## src/rtl/virq_sel_pkg.sv

```systemverilog
package virq_sel_pkg;
  typedef enum logic [1:0] {
    LR_INVALID  = 2'b00,
    LR_PENDING  = 2'b01,
    LR_ACTIVE   = 2'b10,
    LR_PEND_ACT = 2'b11
  } lr_state_e;
endpackage

```

## src/rtl/virq_entry_filter.sv

```systemverilog
module virq_entry_filter
  import virq_sel_pkg::*;
#(
  parameter int NUM_LR = 8,
  parameter int PRIO_W = 8
) (
  input  logic                           clk_i,
  input  logic                           rst_ni,
  input  logic [NUM_LR-1:0][1:0]         state_i,
  input  logic [NUM_LR-1:0]              group_i,
  input  logic [NUM_LR-1:0]              nmi_i,
  input  logic                           grp0_en_i,
  input  logic                           grp1_en_i,
  input  logic                           nmi_en_i,
  output logic [NUM_LR-1:0]              elig_o,
  output logic [NUM_LR-1:0]              nmi_o
);
  for (genvar k = 0; k < NUM_LR; k++) begin : g_ent
    logic grp_on;
    assign grp_on    = group_i[k] ? grp1_en_i : grp0_en_i;
    assign elig_o[k] = (lr_state_e'(state_i[k]) == LR_PENDING) && grp_on;
    assign nmi_o[k]  = nmi_i[k] & nmi_en_i;

    assert_pending_only_R2: assert property (@(posedge clk_i) disable iff (!rst_ni)
      elig_o[k] |-> (state_i[k] == 2'b01));
    assert_grp_gate_R6: assert property (@(posedge clk_i) disable iff (!rst_ni)
      elig_o[k] |-> (group_i[k] ? grp1_en_i : grp0_en_i));
    assert_nmi_strip_R11: assert property (@(posedge clk_i) disable iff (!rst_ni)
      !nmi_en_i |-> !nmi_o[k]);
  end
endmodule

```

## src/rtl/virq_pick.sv

```systemverilog
module virq_pick #(
  parameter int NUM_LR = 8,
  parameter int PRIO_W = 8,
  localparam int IDX_W = $clog2(NUM_LR)
) (
  input  logic                           clk_i,
  input  logic                           rst_ni,
  input  logic [NUM_LR-1:0]              elig_i,
  input  logic [NUM_LR-1:0][PRIO_W-1:0]  prio_i,
  input  logic [NUM_LR-1:0]              nmi_i,
  output logic                           valid_o,
  output logic [IDX_W-1:0]               idx_o,
  output logic [PRIO_W-1:0]              prio_o,
  output logic                           nmi_o
);
  logic              found;
  logic [IDX_W-1:0]  best_i;
  logic [PRIO_W-1:0] best_p;
  logic              best_n;

  // linear fold: strict compare keeps the earliest entry on exact ties
  always_comb begin
    found  = 1'b0;
    best_i = '0;
    best_p = '1;
    best_n = 1'b0;
    for (int k = 0; k < NUM_LR; k++) begin
      if (elig_i[k] && ((prio_i[k] < best_p) ||
                        ((prio_i[k] == best_p) && nmi_i[k] && !best_n))) begin
        found  = 1'b1;
        best_i = IDX_W'(k);
        best_p = prio_i[k];
        best_n = nmi_i[k];
      end
    end
  end

  assign valid_o = found;
  assign idx_o   = best_i;
  assign prio_o  = best_p;
  assign nmi_o   = best_n;

  assert_winner_elig_R2: assert property (@(posedge clk_i) disable iff (!rst_ni)
    valid_o |-> elig_i[idx_o]);

  for (genvar k = 0; k < NUM_LR; k++) begin : g_chk
    assert_none_lower_R3: assert property (@(posedge clk_i) disable iff (!rst_ni)
      (valid_o && elig_i[k]) |-> (prio_i[k] >= prio_o));
    assert_nmi_tie_R4: assert property (@(posedge clk_i) disable iff (!rst_ni)
      (valid_o && elig_i[k] && (prio_i[k] == prio_o) && nmi_i[k]) |-> nmi_o);
    assert_low_index_R5: assert property (@(posedge clk_i) disable iff (!rst_ni)
      (valid_o && elig_i[k] && (prio_i[k] == prio_o) && (nmi_i[k] == nmi_o))
        |-> (idx_o <= IDX_W'(k)));
  end
endmodule

```

## src/rtl/virq_preempt.sv

```systemverilog
module virq_preempt #(
  parameter int PRIO_W = 8
) (
  input  logic              clk_i,
  input  logic              rst_ni,
  input  logic              valid_i,
  input  logic [PRIO_W-1:0] prio_i,
  input  logic              nmi_i,
  input  logic              vif_en_i,
  input  logic [PRIO_W-1:0] prio_mask_i,
  input  logic [PRIO_W-1:0] grp_mask_i,
  input  logic [PRIO_W-1:0] run_prio_i,
  input  logic              nmi_active_i,
  output logic              preempt_o
);
  logic [PRIO_W-1:0] cand_gp, run_gp;
  logic              masked, below, eq_nmi;

  assign cand_gp = prio_i & grp_mask_i;
  assign run_gp  = run_prio_i & grp_mask_i;
  assign masked  = !nmi_i && (prio_i >= prio_mask_i);
  assign below   = cand_gp < run_gp;
  assign eq_nmi  = (cand_gp == run_gp) && nmi_i && !nmi_active_i;

  always_comb begin
    preempt_o = 1'b0;
    if (valid_i && vif_en_i && !masked) preempt_o = below || eq_nmi;
  end

  assert_vif_off_R7: assert property (@(posedge clk_i) disable iff (!rst_ni)
    !vif_en_i |-> !preempt_o);
  assert_mask_R8: assert property (@(posedge clk_i) disable iff (!rst_ni)
    (preempt_o && !nmi_i) |-> (prio_i < prio_mask_i));
  assert_gprio_R9: assert property (@(posedge clk_i) disable iff (!rst_ni)
    preempt_o |-> ((prio_i & grp_mask_i) <= (run_prio_i & grp_mask_i)));
  assert_eq_nmi_R10: assert property (@(posedge clk_i) disable iff (!rst_ni)
    (preempt_o && ((prio_i & grp_mask_i) == (run_prio_i & grp_mask_i)))
      |-> (nmi_i && !nmi_active_i));
endmodule

```

## src/rtl/virq_sel.sv

```systemverilog
module virq_sel #(
  parameter int NUM_LR  = 8,
  parameter int PRIO_W  = 8,
  parameter int ID_W    = 16,
  parameter bit REG_OUT = 1'b1,
  localparam int IDX_W  = $clog2(NUM_LR)
) (
  input  logic                     clk_i,
  input  logic                     rst_ni,
  input  logic [2*NUM_LR-1:0]      lr_state_i,
  input  logic [NUM_LR-1:0]        lr_group_i,
  input  logic [PRIO_W*NUM_LR-1:0] lr_prio_i,
  input  logic [NUM_LR-1:0]        lr_nmi_i,
  input  logic [ID_W*NUM_LR-1:0]   lr_id_i,
  input  logic                     grp0_en_i,
  input  logic                     grp1_en_i,
  input  logic                     vif_en_i,
  input  logic                     nmi_en_i,
  input  logic [PRIO_W-1:0]        prio_mask_i,
  input  logic [PRIO_W-1:0]        grp_mask_i,
  input  logic [PRIO_W-1:0]        run_prio_i,
  input  logic                     nmi_active_i,
  output logic                     valid_o,
  output logic [IDX_W-1:0]         idx_o,
  output logic [PRIO_W-1:0]        prio_o,
  output logic                     nmi_o,
  output logic [ID_W-1:0]          id_o,
  output logic                     group_o,
  output logic                     preempt_o
);
  logic [NUM_LR-1:0][1:0]        state_arr;
  logic [NUM_LR-1:0][PRIO_W-1:0] prio_arr;
  logic [NUM_LR-1:0][ID_W-1:0]   id_arr;
  logic [NUM_LR-1:0]             elig, nmi_eff;

  assign state_arr = lr_state_i;
  assign prio_arr  = lr_prio_i;
  assign id_arr    = lr_id_i;

  virq_entry_filter #(.NUM_LR(NUM_LR), .PRIO_W(PRIO_W)) u_filter (
    .clk_i, .rst_ni,
    .state_i   (state_arr),
    .group_i   (lr_group_i),
    .nmi_i     (lr_nmi_i),
    .grp0_en_i, .grp1_en_i, .nmi_en_i,
    .elig_o    (elig),
    .nmi_o     (nmi_eff)
  );

  logic              c_valid, c_nmi, c_group, c_pre;
  logic [IDX_W-1:0]  c_idx;
  logic [PRIO_W-1:0] c_prio;
  logic [ID_W-1:0]   c_id;

  virq_pick #(.NUM_LR(NUM_LR), .PRIO_W(PRIO_W)) u_pick (
    .clk_i, .rst_ni,
    .elig_i  (elig),
    .prio_i  (prio_arr),
    .nmi_i   (nmi_eff),
    .valid_o (c_valid),
    .idx_o   (c_idx),
    .prio_o  (c_prio),
    .nmi_o   (c_nmi)
  );

  virq_preempt #(.PRIO_W(PRIO_W)) u_preempt (
    .clk_i, .rst_ni,
    .valid_i      (c_valid),
    .prio_i       (c_prio),
    .nmi_i        (c_nmi),
    .vif_en_i, .prio_mask_i, .grp_mask_i, .run_prio_i, .nmi_active_i,
    .preempt_o    (c_pre)
  );

  assign c_id    = c_valid ? id_arr[c_idx] : '0;
  assign c_group = c_valid & lr_group_i[c_idx];

  if (REG_OUT) begin : g_reg
    always_ff @(posedge clk_i or negedge rst_ni) begin
      if (!rst_ni) begin
        valid_o   <= 1'b0;
        idx_o     <= '0;
        prio_o    <= '1;
        nmi_o     <= 1'b0;
        id_o      <= '0;
        group_o   <= 1'b0;
        preempt_o <= 1'b0;
      end else begin
        valid_o   <= c_valid;
        idx_o     <= c_idx;
        prio_o    <= c_prio;
        nmi_o     <= c_nmi;
        id_o      <= c_id;
        group_o   <= c_group;
        preempt_o <= c_pre;
      end
    end

    assert_reg_lat_R12: assert property (@(posedge clk_i) disable iff (!rst_ni)
      rst_ni |=> ((valid_o == $past(c_valid)) && (preempt_o == $past(c_pre))));
  end else begin : g_comb
    assign valid_o   = c_valid;
    assign idx_o     = c_idx;
    assign prio_o    = c_prio;
    assign nmi_o     = c_nmi;
    assign id_o      = c_id;
    assign group_o   = c_group;
    assign preempt_o = c_pre;
  end

  assert_groups_off_R1: assert property (@(posedge clk_i) disable iff (!rst_ni)
    (!grp0_en_i && !grp1_en_i) |-> (!c_valid && !c_pre));
  assert_idle_vals_R12: assert property (@(posedge clk_i) disable iff (!rst_ni)
    !c_valid |-> ((c_idx == '0) && (c_prio == '1) && !c_nmi && !c_pre));
endmodule

```

## config.mk

```make
export PLATFORM = sky130hd
export DESIGN_NAME = virq_sel
export DESIGN_NICKNAME = d
export VERILOG_FILES = /design/src/rtl/virq_sel_pkg.sv /design/src/rtl/virq_entry_filter.sv /design/src/rtl/virq_pick.sv /design/src/rtl/virq_preempt.sv /design/src/rtl/virq_sel.sv
export SDC_FILE = /design/constraint.sdc
export NUM_CORES = 1
export LEC_CHECK = 0
export ABC_AREA = 1
export ABC_CLOCK_PERIOD_IN_PS = 900
export CAP_MARGIN = 20
export CORE_AREA = 2 2 112 114
export DETAILED_ROUTE_END_ITERATION = 12
export DIE_AREA = 0 0 114 116
export DONT_BUFFER_PORTS = 1
export GPL_TIMING_DRIVEN = 0
export PLACE_DENSITY = 0.68
export SLEW_MARGIN = 20
export SYNTH_ARGS = -nofsm -noshare
export SYNTH_HDL_FRONTEND = slang
export SYNTH_SLANG_ARGS = --single-unit
```

## constraint.sdc

```tcl
create_clock -name clk_i -period 0.9 [get_ports clk_i]
set_clock_uncertainty 0.1 [all_clocks]
set_input_delay 0.135 -clock clk_i [delete_from_list [all_inputs] [get_ports clk_i]]
set_output_delay 0.135 -clock clk_i [all_outputs]
set_load 0.02 [all_outputs]
```

* Word level (Yosys, flattened, before mapping)
Cells that the tools add are included.
** Operators by class
- Magnitude comparators :: 11
- Eq/ne operators :: 17
- Mux-type cells :: 45
- Bitwise gates (word level) :: 11
- Reduce and logical (&&, ||, !) cells :: 55
** Operators by type and width (count)
- $eq 8x8->1 :: 8
- $lt 8x8->1 :: 8
- $mux 8 :: 8
- $bmux 16 s3 :: 1
- $logic_and 1x1->1 :: 36
- $mux 16 :: 2
- $mux 1 :: 27
- $and 8x8->8 :: 2
- $eq 2x1->1 const B :: 8
- $mux 3 :: 4
- $logic_not 1->1 :: 10
- $and 1x1->1 :: 9
- $logic_or 1x1->1 :: 9
- $eq 8x8->1 const B :: 1
- $ge 8x8->1 :: 1
- $lt 8x8->1 const B :: 1
- $lt 3x4->1 const B :: 1
- $mux 2 :: 2
- $bmux 1 s3 :: 1
** Word-level totals
- Flip-flop bits (word level) :: 31
- Input bits :: 255
- Output and inout bits :: 31
- Word-level logic and storage cells :: 146

* Depth between registers and ports, before layout
Gate-level depths: netlist (run 1).
- Depth in word-level cells :: 53
- Gate-level depth with buffers :: 108
- Gate-level depth less buffers :: 101

* Modules after synthesis
From an unflattened synthesis (run 1), not the netlist that was laid out.
** Unflattened totals
- Cells, all modules :: 1104
- Area, all modules :: 6004.5 um^2
** Modules (own cells, without submodules)
- virq_sel :: times used 1, cells each 486, area an instance 2660.1 um^2, sequential area each 785.8 um^2
- virq_pick :: times used 1, cells each 454, area an instance 2493.6 um^2, sequential area each 0.0 um^2
- virq_preempt :: times used 1, cells each 97, area an instance 529.3 um^2, sequential area each 0.0 um^2
- virq_entry_filter :: times used 1, cells each 67, area an instance 321.6 um^2, sequential area each 0.0 um^2

* Worst setup path before layout (run 1)
No wires, ideal clock.
- Path kind :: input port to flip-flop
- From :: input port grp0_en_i
- To :: register preempt_o
- Library setup time :: 71 ps
- Arrival time :: 11972 ps
- Data required time :: 729 ps
- Setup slack :: -11243 ps
- Stages on the path :: 92
- Path buffers :: 10
- Cells stage by stage :: buf_4 nand2_2 a21oi_4 nand2_4 or2_2 ha_1 nand4_1 nor2_1 nand3_1 nand2_1 nand2_2 clkbuf_1 o21ai_0 ha_1 nand2_1 inv_1 a221oi_1 o21ai_0 (+56 left out) nor3_1 nand3_1 nand2_2 nand2_2 buf_6 buf_2 o21ai_2 ha_1 o21a_1 o21a_1 o21a_1 o21a_1 o21a_1 o21ai_0 nand2_1 a21oi_1 o211ai_1 nor2_1
** Between the ends
- Cells in the longest elaborated chain, start to end :: 52
- Elaborated cells between the ends (all ways) :: 103
- Classes of those cells :: 9 x order compare; 8 x eq/ne; 33 x mux; 1 x bitwise; 52 x reduce/logical
** RTL lines
- from (decl) :: line virq_sel.sv:15 : input logic grp0_en_i,
- branches (longest 51 deep; another with $lt 8x8->1)
- $mux 1 (*) :: line virq_preempt.sv:27 : if (valid_i && vif_en_i && !masked) preempt_o = below || eq_nmi;
- named net c_pre :: line virq_sel.sv:50 : logic c_valid, c_nmi, c_group, c_pre;
- to (signal assigned) :: line virq_sel.sv:95 : preempt_o <= c_pre;
- to (decl) :: line virq_sel.sv:29 : output logic preempt_o
Mark *: on every way through the listed nets, which the timed path passes.

* Final worst setup path (run 1)
Same ends and word-level chain as after synthesis.

==> results.py, run 1 <==
metrics = {
    "clock_network": {
        "htreeDepth": 2,
        "holdBufCountCts": 4,
        "clk_path_buf_depth": 2,
        "cts_sinks": 31,
        "clk_pin_slew_ns": 0.06,
        "cts_root_buf": "clkbuf_16",
        "cts_tree": "built",
        "cts_buffers": 5,
    },
    "synthesis": {
        "yosysSeqAreaShare_pct": 15.1,
        "yosysTopAreaCellShare_pct": 19.5,
        "yosysTopAreaCell": "nand3_1",
        "synth_edf_count": 0,
        "synth_area_um2": 5210,
        "yosys_register_bits": 31,
        "avgSynthCellArea_um2": 5.96,
        "synthCells": 875,
        "yosysMostFrequentCell": "nand2_1",
        "synth_common_cells": "258 x nand2_1, 203 x nand3_1, 79 x inv_1, 59 x ha_1, 48 x o21ai_0",
        "syn_nets": 1189,
        "yosysWarnings": 0,
        "ys_types": 40,
        "async_reset_ff_share_pct": 100,
        "yosys-top-cells-area": "nand3_1 19%, nand2_1 19%, ha_1 14%",
        "synthFlopType": "dfrtp_1",
    },
    "worst_setup_path": {
        "setup.worst_path.start_class": "input port",
        "cp-end-kind": "flip-flop",
        "cpMostUsedCell": "nand2_2",
        "crit_type": "in2reg",
        "crit_slowest_cell": "ha_1",
        "cpLargestDelayFamily": "compound AO/OA/AOI/OAI gates",
        "path_max_fanout": 8,
        "crit_buf_inv": 21,
        "critPathRequiredTime_ns": 1.01,
        "max_stage_delay_ns": 0.29,
        "worstPathArrival_ns": 11.62,
    },
    "floorplan": {
        "die_y_um": 116,
        "coreArea_um2": 11900,
        "ios": 286,
        "dieWidth_um": 114,
        "row_count": 40,
        "initial_core_util_pct": 43.8,
        "die_area_um2": 13200,
    },
    "final_layout": {
        "area.growth.synth_to_final_pct": 62.6,
        "drive_above_1_share_pct": 42.7,
        "multi_input_area_um2": 5360,
        "regArea_um2": 813,
        "nets": 1305,
        "nFillCells": 912,
        "diodes": 0,
    },
    "detailed_routing": {
        "drtIter0Drc": 564,
        "drt-vias-per-instance": 6.05,
        "post_drt_wl_per_cell_um": 21.1,
        "drtPass1Iterations": 6,
        "drc": 0,
        "dr_total_vias": 6890,
        "wirelength_um": 24100,
        "ant_nets": 0,
    },
    "place": {
        "gp_congestion": 0.943,
        "dp_hpwl_um": 16100,
        "port_buffers": 0,
        "dpl_worst_slack_ns": -11.74,
    },
    "sta": {
        "fin_crit_ns": 11.51,
        "final.period_utilization_pct": 1280,
        "finalHoldViolations": 37,
        "slew_headroom_pct": 22.0,
        "hold_ws_ns": -0.554,
        "tns_ns": -298.49,
        "rsz0062_at_grt": "true",
        "setup_viol": 62,
        "max_freq_mhz": 86.9,
        "tightest_slew_ns": 1.17,
        "finalWorstSetupSlack_ns": -10.61,
        "maxSlewViolCount": 0,
    },
    "power_and_ir_drop": {
        "peakVddDrop_mv": 0.707,
        "powerDensity_nw_per_um2": 1430,
        "power_leakage_nw": 4.00,
        "p_total_mw": 12.1,
    },
    "status": {
        "violations": "negative hold slack, negative setup slack",
        "outcome": "complete, but fails checks",
    },
    "grt": {
        "grt_use_total_pct": 32.4,
        "antenna_found_initial": 0,
        "overflow": 0,
        "grt_max_degree": 32,
        "first_global_vias": 6402,
        "grt_pass1_wl_um": 33200,
    },
    "flow_run": {
        "max_cap_violations": 0,
    },
    "worst_hold_path": {
        "min_path_type": "in2async",
    },
}
-- per-stage QoR --
stage	util [%]	cell area (um2)	cells	hold WS (ns)
6_report	71.1	8470	1139	-0.554
5_1_grt	71.1	8470	1139	-0.561
4_1_cts	65.5	7800	1112	-0.553
3_5_place_dp	48.8	5820	1025	-0.260
3_3_place_gp	48.6	5790	1022	-0.260
2_1_floorplan	-	5600	875	-0.261
-- power by group --
group	switching, mW	internal, mW
clock	0.615	1.10
combinational	4.24	3.54
sequential	0.723	1.90
total	5.58	6.54
-- repair_timing --
action	CTS	global route
gates cloned	13	1
hold endpoints to repair	40	37
pin swaps	76	70
setup endpoints to repair	62	62
setup buffers	62	30
gates resized for setup	237	106
-- routing by layer --
metal / vias up / wire, um / GRT usage, %
li1: 3198 / - / -
met1: 3203 / 8710 / 35.7
met2: 403 / 12300 / 60.0
met3: 86 / 2080 / 7.43
met4: 0 / 944 / 13.0
met5: - / 0 / 0
-- state kept, by name (all words and copies together) (netlist names) --
name	flops
prio_o	8
id_o	16
nmi_o	1
preempt_o	1
idx_o	3
valid_o	1
group_o	1
-- cell families (layout without fill, tap and decap cells) --
group,after synthesis,count (layout),share of synthesized area [%]
flops,31,31,15.1
simple gates,554,554,48.0
compound gates,104,104,12.2
buf+inv,127,244,10.6
fa+ha+maj,59,59,14.2
-- cell usage in the layout (no fill, tap or decap), types with 21 or more instances in the layout --
cell type    n
buf_4       61
buf_6       24
dfrtp_2     22
nor2_1      28
ha_1        39
nand2_2     32
nand2_4     21
inv_1       72
nand2_1    218
o21ai_4     24
nand3_2     80
nand3_1    109
-- layout make-up --
class	instances	share of cell area [%]
buffer	40	5.68
clock buffer	7	1.68
clock inverter	1	0.0591
inverter	87	4.12
multi-input combinational	717	63.2
sequential	31	9.60
tap	147	2.17
timing repair buffer	109	13.5
-- path summary, 6_finish.rpt --
path | from | end | slack, ns | cells after the start
max in group asynchronous | rst_ni | prio_o[5] | 1.06 | 0
min in group clk_i | lr_prio_i[62] | prio_o[6] | -0.13 | 2
max | grp0_en_i | preempt_o | -10.61 | 94
min | rst_ni | id_o[13] | -0.55 | 0
No activity file was read; power rests on OpenSTA's default activity.
==> inputs of run 2 (changes only) <==
--- a/config.mk
+++ b/config.mk
@@ -9,12 +9,13 @@
 export ABC_CLOCK_PERIOD_IN_PS = 900
 export CAP_MARGIN = 20
-export CORE_AREA = 2 2 112 114
+export CORE_AREA = 2 2 110 112
 export DETAILED_ROUTE_END_ITERATION = 12
-export DIE_AREA = 0 0 114 116
+export DIE_AREA = 0 0 112 114
 export DONT_BUFFER_PORTS = 1
 export GPL_TIMING_DRIVEN = 0
-export PLACE_DENSITY = 0.68
+export PLACE_DENSITY = 0.77
 export SLEW_MARGIN = 20
 export SYNTH_ARGS = -nofsm -noshare
 export SYNTH_HDL_FRONTEND = slang
+export SYNTH_HIERARCHICAL = 1
 export SYNTH_SLANG_ARGS = --single-unit
==> constraint.sdc (replaced) <==
create_clock -name clk_i -period 0.9 [get_ports clk_i]
set_clock_uncertainty 0.1 [all_clocks]
set_input_delay 0.27 -clock clk_i [delete_from_list [all_inputs] [get_ports clk_i]]
set_output_delay 0.27 -clock clk_i [all_outputs]
set_load 0.02 [all_outputs]
==> run 2 against run 1 <==
The flow still finishes with violations (negative hold slack, negative setup slack). Wire length up 17%. Clock power increased by 18%. Via count increased by 20%. Utilization grew 8.2 points. Sequential power is 5% lower. Synthesized area is 15% higher. Largest cell class unchanged. Largest power group unchanged.
==> results.py, run 2 <==
metrics = {
    "flow_run": {
        "max_cap_violations": 0,
    },
    "final_layout": {
        "largest_reg_flops": 16,
        "diodes": 0,
        "top_regs": "id_o: 16 flops, prio_o: 8 flops, idx_o: 3 flops",
        "max_flop_register": "id_o",
        "area.growth.synth_to_final_pct": 54.7,
        "stdcell_count": 1371,
        "final_cell_mix": "276 x nand2_1, 226 x inv_1, 75 x nand2_2",
        "fin_area_um2": 9290,
        "post-route-util_pct": 79.3,
        "drive_above_1_share_pct": 41.7,
        "nFillCells": 743,
        "layout_commonest_cell": "nand2_1",
        "nets": 1539,
    },
    "synthesis": {
        "synth_common_cells": "379 x nand2_1, 242 x inv_1, 132 x nand3_1, 63 x nor2_1, 61 x ha_1",
        "yosysSeqAreaShare_pct": 13.1,
        "ys_types": 36,
        "synth_edf_count": 0,
        "synthCells": 1104,
        "avgSynthCellArea_um2": 5.44,
        "synth_area_um2": 6000,
        "yosysTopAreaCell": "nand2_1",
        "syn_nets": 1420,
        "yosysTopAreaCellShare_pct": 23.7,
        "yosysWarnings": 6,
        "yosysMostFrequentCell": "nand2_1",
        "yosys-top-cells-area": "nand2_1 24%, inv_1 15%, ha_1 13%",
        "yosys_register_bits": 31,
        "async_reset_ff_share_pct": 100,
        "synthFlopType": "dfrtp_1",
    },
    "worst_setup_path": {
        "cp-end-kind": "flip-flop",
        "worstPathArrival_ns": 11.83,
        "crit_slowest_cell": "ha_1",
        "critPathRequiredTime_ns": 1.01,
        "crit_type": "in2reg",
        "max_stage_delay_ns": 0.35,
        "cpMostUsedCell": "nand2_2",
        "setup.worst_path.start_class": "input port",
        "path_max_fanout": 8,
    },
    "power_and_ir_drop": {
        "peakVddDrop_mv": 1.33,
        "powerDensity_nw_per_um2": 1350,
        "p_total_mw": 12.6,
        "power_leakage_nw": 5.09,
    },
    "sta": {
        "slew_headroom_pct": 61.1,
        "final.period_utilization_pct": 1300,
        "hold_ws_ns": -0.417,
        "fin_crit_ns": 11.73,
        "max_freq_mhz": 85.3,
        "maxSlewViolCount": 0,
        "tightest_slew_ns": 0.584,
        "setup_viol": 62,
        "tns_ns": -326.54,
        "finalHoldViolations": 31,
        "rsz0062_at_grt": "true",
        "finalWorstSetupSlack_ns": -10.83,
    },
    "worst_hold_path": {
        "min_path_type": "in2async",
    },
    "floorplan": {
        "die_area_um2": 12800,
        "row_count": 40,
        "dieWidth_um": 112,
        "ios": 286,
        "coreArea_um2": 11700,
        "initial_core_util_pct": 51.3,
        "die_y_um": 114,
    },
    "place": {
        "port_buffers": 0,
        "dp_hpwl_um": 15700,
        "dpl_cell_area_um2": 6330,
        "dpl.cell_count": 1251,
        "gp_congestion": 0.900,
    },
    "grt": {
        "antenna_found_initial": 0,
        "first_global_vias": 7247,
        "grt_use_total_pct": 33.4,
        "grt_pass1_wl_um": 34400,
        "overflow": 0,
        "grt_max_degree": 32,
    },
    "clock_network": {
        "cts_sinks": 31,
        "cts_buffers": 5,
        "cts_tree": "built",
        "clk_path_buf_depth": 2,
        "htreeDepth": 2,
        "clk_pin_slew_ns": 0.06,
        "cts_root_buf": "clkbuf_16",
    },
    "detailed_routing": {
        "drtPass1Iterations": 5,
        "wirelength_um": 28100,
        "drt-vias-per-instance": 6.01,
        "ant_nets": 0,
        "drtIter0Drc": 741,
        "post_drt_wl_per_cell_um": 20.5,
        "dr_total_vias": 8244,
        "drc": 0,
    },
    "status": {
        "outcome": "complete, but fails checks",
        "violations": "negative hold slack, negative setup slack",
    },
}
-- run 2: cell type report --
type | count | area, um2 | area share (%)
plain buffers | 42 | 514 | 5.54
clock buffers | 6 | 139 | 1.50
clock inverters | 2 | 35.0 | 0.377
inverters | 248 | 948 | 10.2
multi-input cells | 784 | 5570 | 59.9
flip-flops and latches | 31 | 812 | 8.74
well taps | 147 | 184 | 1.98
repair buffers | 111 | 1090 | 11.7
-- run 2: what timing repair did --
action	4_1_cts	5_1_grt
buffers inserted	74	27
gates cloned	13	0
endpoints found under the setup margin	62	62
pin swaps	113	134
endpoints found under the hold margin	31	31
gates resized for setup	253	229
-- run 2: worst max path at each step --
stage	startpoint	slack [ns]	to	cells after the start
5_1_grt	nmi_en_i	-11.13	id_o[1]	94
2_1_floorplan	grp0_en_i	-9.59	preempt_o	98
6_report	nmi_en_i	-10.83	preempt_o	93
3_3_place_gp	nmi_en_i	-10.96	id_o[4]	91
4_1_cts	nmi_en_i	-9.75	preempt_o	97
3_5_place_dp	nmi_en_i	-11.08	id_o[4]	91
-- run 2: critical path, delay by kind of cell --
kind	cells	cell delay [ns]
and+or+nand+nor	48	4.53
AOI/OAI and AO/OA	17	2.63
buffers and inverters	20	2.12
adders and majority gates	8	2.20
-- run 2: logic make-up after synthesis --
logic type | count (synthesis) | synth area share [%]
and+or+nand+nor | 628 | 44.8
buffers and inverters | 290 | 20.0
AOI/OAI and AO/OA | 94 | 9.44
adders and majority gates | 61 | 12.7
DFF | 31 | 13.1
-- run 2: stage by stage --
stage | hold WS [ns] | worst slack, ns
after global routing | -0.423 | -11.13
after floorplan | -0.126 | -9.59
after CTS | -0.419 | -9.75
after global placement | -0.125 | -10.96
after detailed placement | -0.125 | -11.08
final | -0.417 | -10.83
-- run 2: power breakdown --
group,internal (mW),switching [mW],total [mW],leakage (nW)
logic,3.55,4.54,8.08,4.66
registers,1.84,0.641,2.48,0.349
clock network,1.38,0.645,2.02,0.0868
-- run 2: per-layer routing --
| metal | share of wire, % | vias to the layer above | wire, um | global-route usage, % |
|---|---|---|---|---|
| met3 | 10 | 211 | 2840 | 7.60 |
| met1 | 33 | 3774 | 9400 | 36.3 |
| met2 | 49 | 637 | 13900 | 61.5 |
| li1 | - | 3622 | - | - |
| met4 | 7.1 | 0 | 2000 | 15.7 |
| met5 | 0 | - | 0 | 0 |
==> inputs of run 3 (changes only) <==
CTS_CLUSTER_SIZE = 40   (was not set)
TNS_END_PERCENT = 10   (was not set)
==> run 3 against run 2 <==
Sequential share of layout area grew 0.54 points. Highest routed layer unchanged. First-iteration DRC count shrank 4.2%. Fmax grew 3.5%. Clock power shrank 2%. The flow still finishes with violations (negative hold slack, negative setup slack). Hold slack lost 0.0068 ns. Cell count grew 0.29%. Combinational power shrank 12%. Critical path depth grew 3. Global-route usage shrank 0.82 points. Count of clock-buffer cells in the layout shrank 1.
==> results.py, run 3 (synthesized netlist as in run 2, its figures left out) <==
metrics = {
    "grt": {
        "antenna_found_initial": 1,
        "grt_use_total_pct": 32.6,
        "grt_max_degree": 32,
        "grt_pass1_wl_um": 33500,
        "first_global_vias": 6976,
        "overflow": 0,
    },
    "floorplan": {
        "coreArea_um2": 11700,
        "die_area_um2": 12800,
        "row_count": 40,
        "dieWidth_um": 112,
        "ios": 286,
        "die_y_um": 114,
        "initial_core_util_pct": 51.3,
    },
    "final_layout": {
        "stdcell_count": 1375,
        "final_cell_mix": "304 x nand2_1, 225 x inv_1, 104 x nand3_1",
        "fin_area_um2": 8720,
        "post-route-util_pct": 74.4,
        "largest_reg_flops": 16,
        "max_flop_register": "id_o",
        "nFillCells": 830,
        "regArea_um2": 810,
        "layout_commonest_cell": "nand2_1",
        "top_regs": "id_o: 16 flops, prio_o: 8 flops, idx_o: 3 flops",
        "area.growth.synth_to_final_pct": 45.2,
        "multi_input_area_um2": 5100,
        "drive_above_1_share_pct": 35.9,
        "nets": 1542,
    },
    "sta": {
        "maxSlewViolCount": 0,
        "final.period_utilization_pct": 1260,
        "setup_viol": 62,
        "finalWorstSetupSlack_ns": -10.43,
        "tightest_slew_ns": 0.563,
        "tns_ns": -317.80,
        "finalHoldViolations": 31,
        "fin_crit_ns": 11.33,
        "slew_headroom_pct": 62.5,
        "hold_ws_ns": -0.423,
        "rsz0062_at_grt": "true",
        "max_freq_mhz": 88.3,
    },
    "worst_setup_path": {
        "cpLargestDelayFamily": "simple AND/OR/NAND/NOR gates",
        "crit_buf_inv": 21,
        "cpMostUsedCell": "nand2_2",
        "path_max_fanout": 8,
        "worstPathArrival_ns": 11.40,
        "crit_type": "in2reg",
        "critPathRequiredTime_ns": 0.98,
        "crit_slowest_cell": "ha_1",
        "cp-end-kind": "flip-flop",
        "setup.worst_path.start_class": "input port",
        "max_stage_delay_ns": 0.33,
    },
    "clock_network": {
        "cts_root_buf": "clkbuf_16",
        "cts_buffers": 5,
        "cts_tree": "built",
        "clk_pin_slew_ns": 0.06,
        "clk_path_buf_depth": 2,
        "cts_sinks": 31,
        "htreeDepth": 2,
    },
    "detailed_routing": {
        "drtPass1Iterations": 6,
        "ant_nets": 0,
        "drtIter0Drc": 710,
        "drc": 0,
        "post_drt_wl_per_cell_um": 18.5,
        "dr_total_vias": 7880,
        "wirelength_um": 25400,
        "drt-vias-per-instance": 5.73,
    },
    "status": {
        "violations": "negative hold slack, negative setup slack",
        "outcome": "complete, but fails checks",
    },
    "place": {
        "dpl.cell_count": 1251,
        "dpl_worst_slack_ns": -11.05,
        "port_buffers": 0,
        "dpl_cell_area_um2": 6330,
        "gp_congestion": 0.885,
        "dp_hpwl_um": 15800,
    },
    "worst_hold_path": {
        "min_path_type": "in2async",
    },
    "power_and_ir_drop": {
        "peakVddDrop_mv": 1.18,
        "p_total_mw": 11.5,
        "powerDensity_nw_per_um2": 1320,
        "power_leakage_nw": 4.92,
    },
    "flow_run": {
        "max_cap_violations": 0,
    },
}
==> run 3: changes by cell type in the layout (fill, tap and decap cells not counted), sizes merged <==
cell,before,now
clkbuf,9,11
buf,150,151
diode,0,1
clkinv,2,3
nand2,407,406
==> run 3: report_power, final <==
| group | switching [mW] | total, mW | internal [mW] |
|---|---|---|---|
| Sequential | 0.618 | 2.45 | 1.83 |
| Clock | 0.664 | 1.97 | 1.30 |
| Combinational | 3.94 | 7.09 | 3.15 |
| Total | 5.22 | 11.5 | 6.28 |
==> run 3: cell type report <==
type	instances	share of cell area, %
multi-input cells	783	58.5
inverters	248	11.0
flip-flops and latches	31	9.29
clock inverters	3	0.502
clock buffers	5	1.44
well taps	147	2.11
diodes	1	0.0287
plain buffers	42	5.58
repair buffers	115	11.6
==> run 3: worst paths after layout <==
path	from	end	slack [ns]	cells past startpoint
max in group asynchronous	rst_ni	prio_o[2]	0.93	0
min in group clk_i	lr_prio_i[60]	prio_o[4]	0.04	2
min	rst_ni	id_o[6]	-0.42	0
max	nmi_en_i	preempt_o	-10.43	96
==> run 3: repair_timing <==
item / 4_1_cts / 5_1_grt
hold endpoints to repair: 31 / 31
setup buffers: 75 / 30
endpoints found under the setup margin: 62 / 62
gates resized for setup: 169 / 183
pin swaps: 63 / 101
gates cloned: 9 / 2
==> run 3: layer usage <==
| layer | routed length, um | global-route usage, % | vias up |
|---|---|---|---|
| li1 | - | - | 3625 |
| met1 | 8980 | 36.2 | 3578 |
| met2 | 12800 | 59.7 | 542 |
| met3 | 2190 | 6.70 | 135 |
| met4 | 1430 | 15.3 | 0 |
| met5 | 0 | 0 | - |
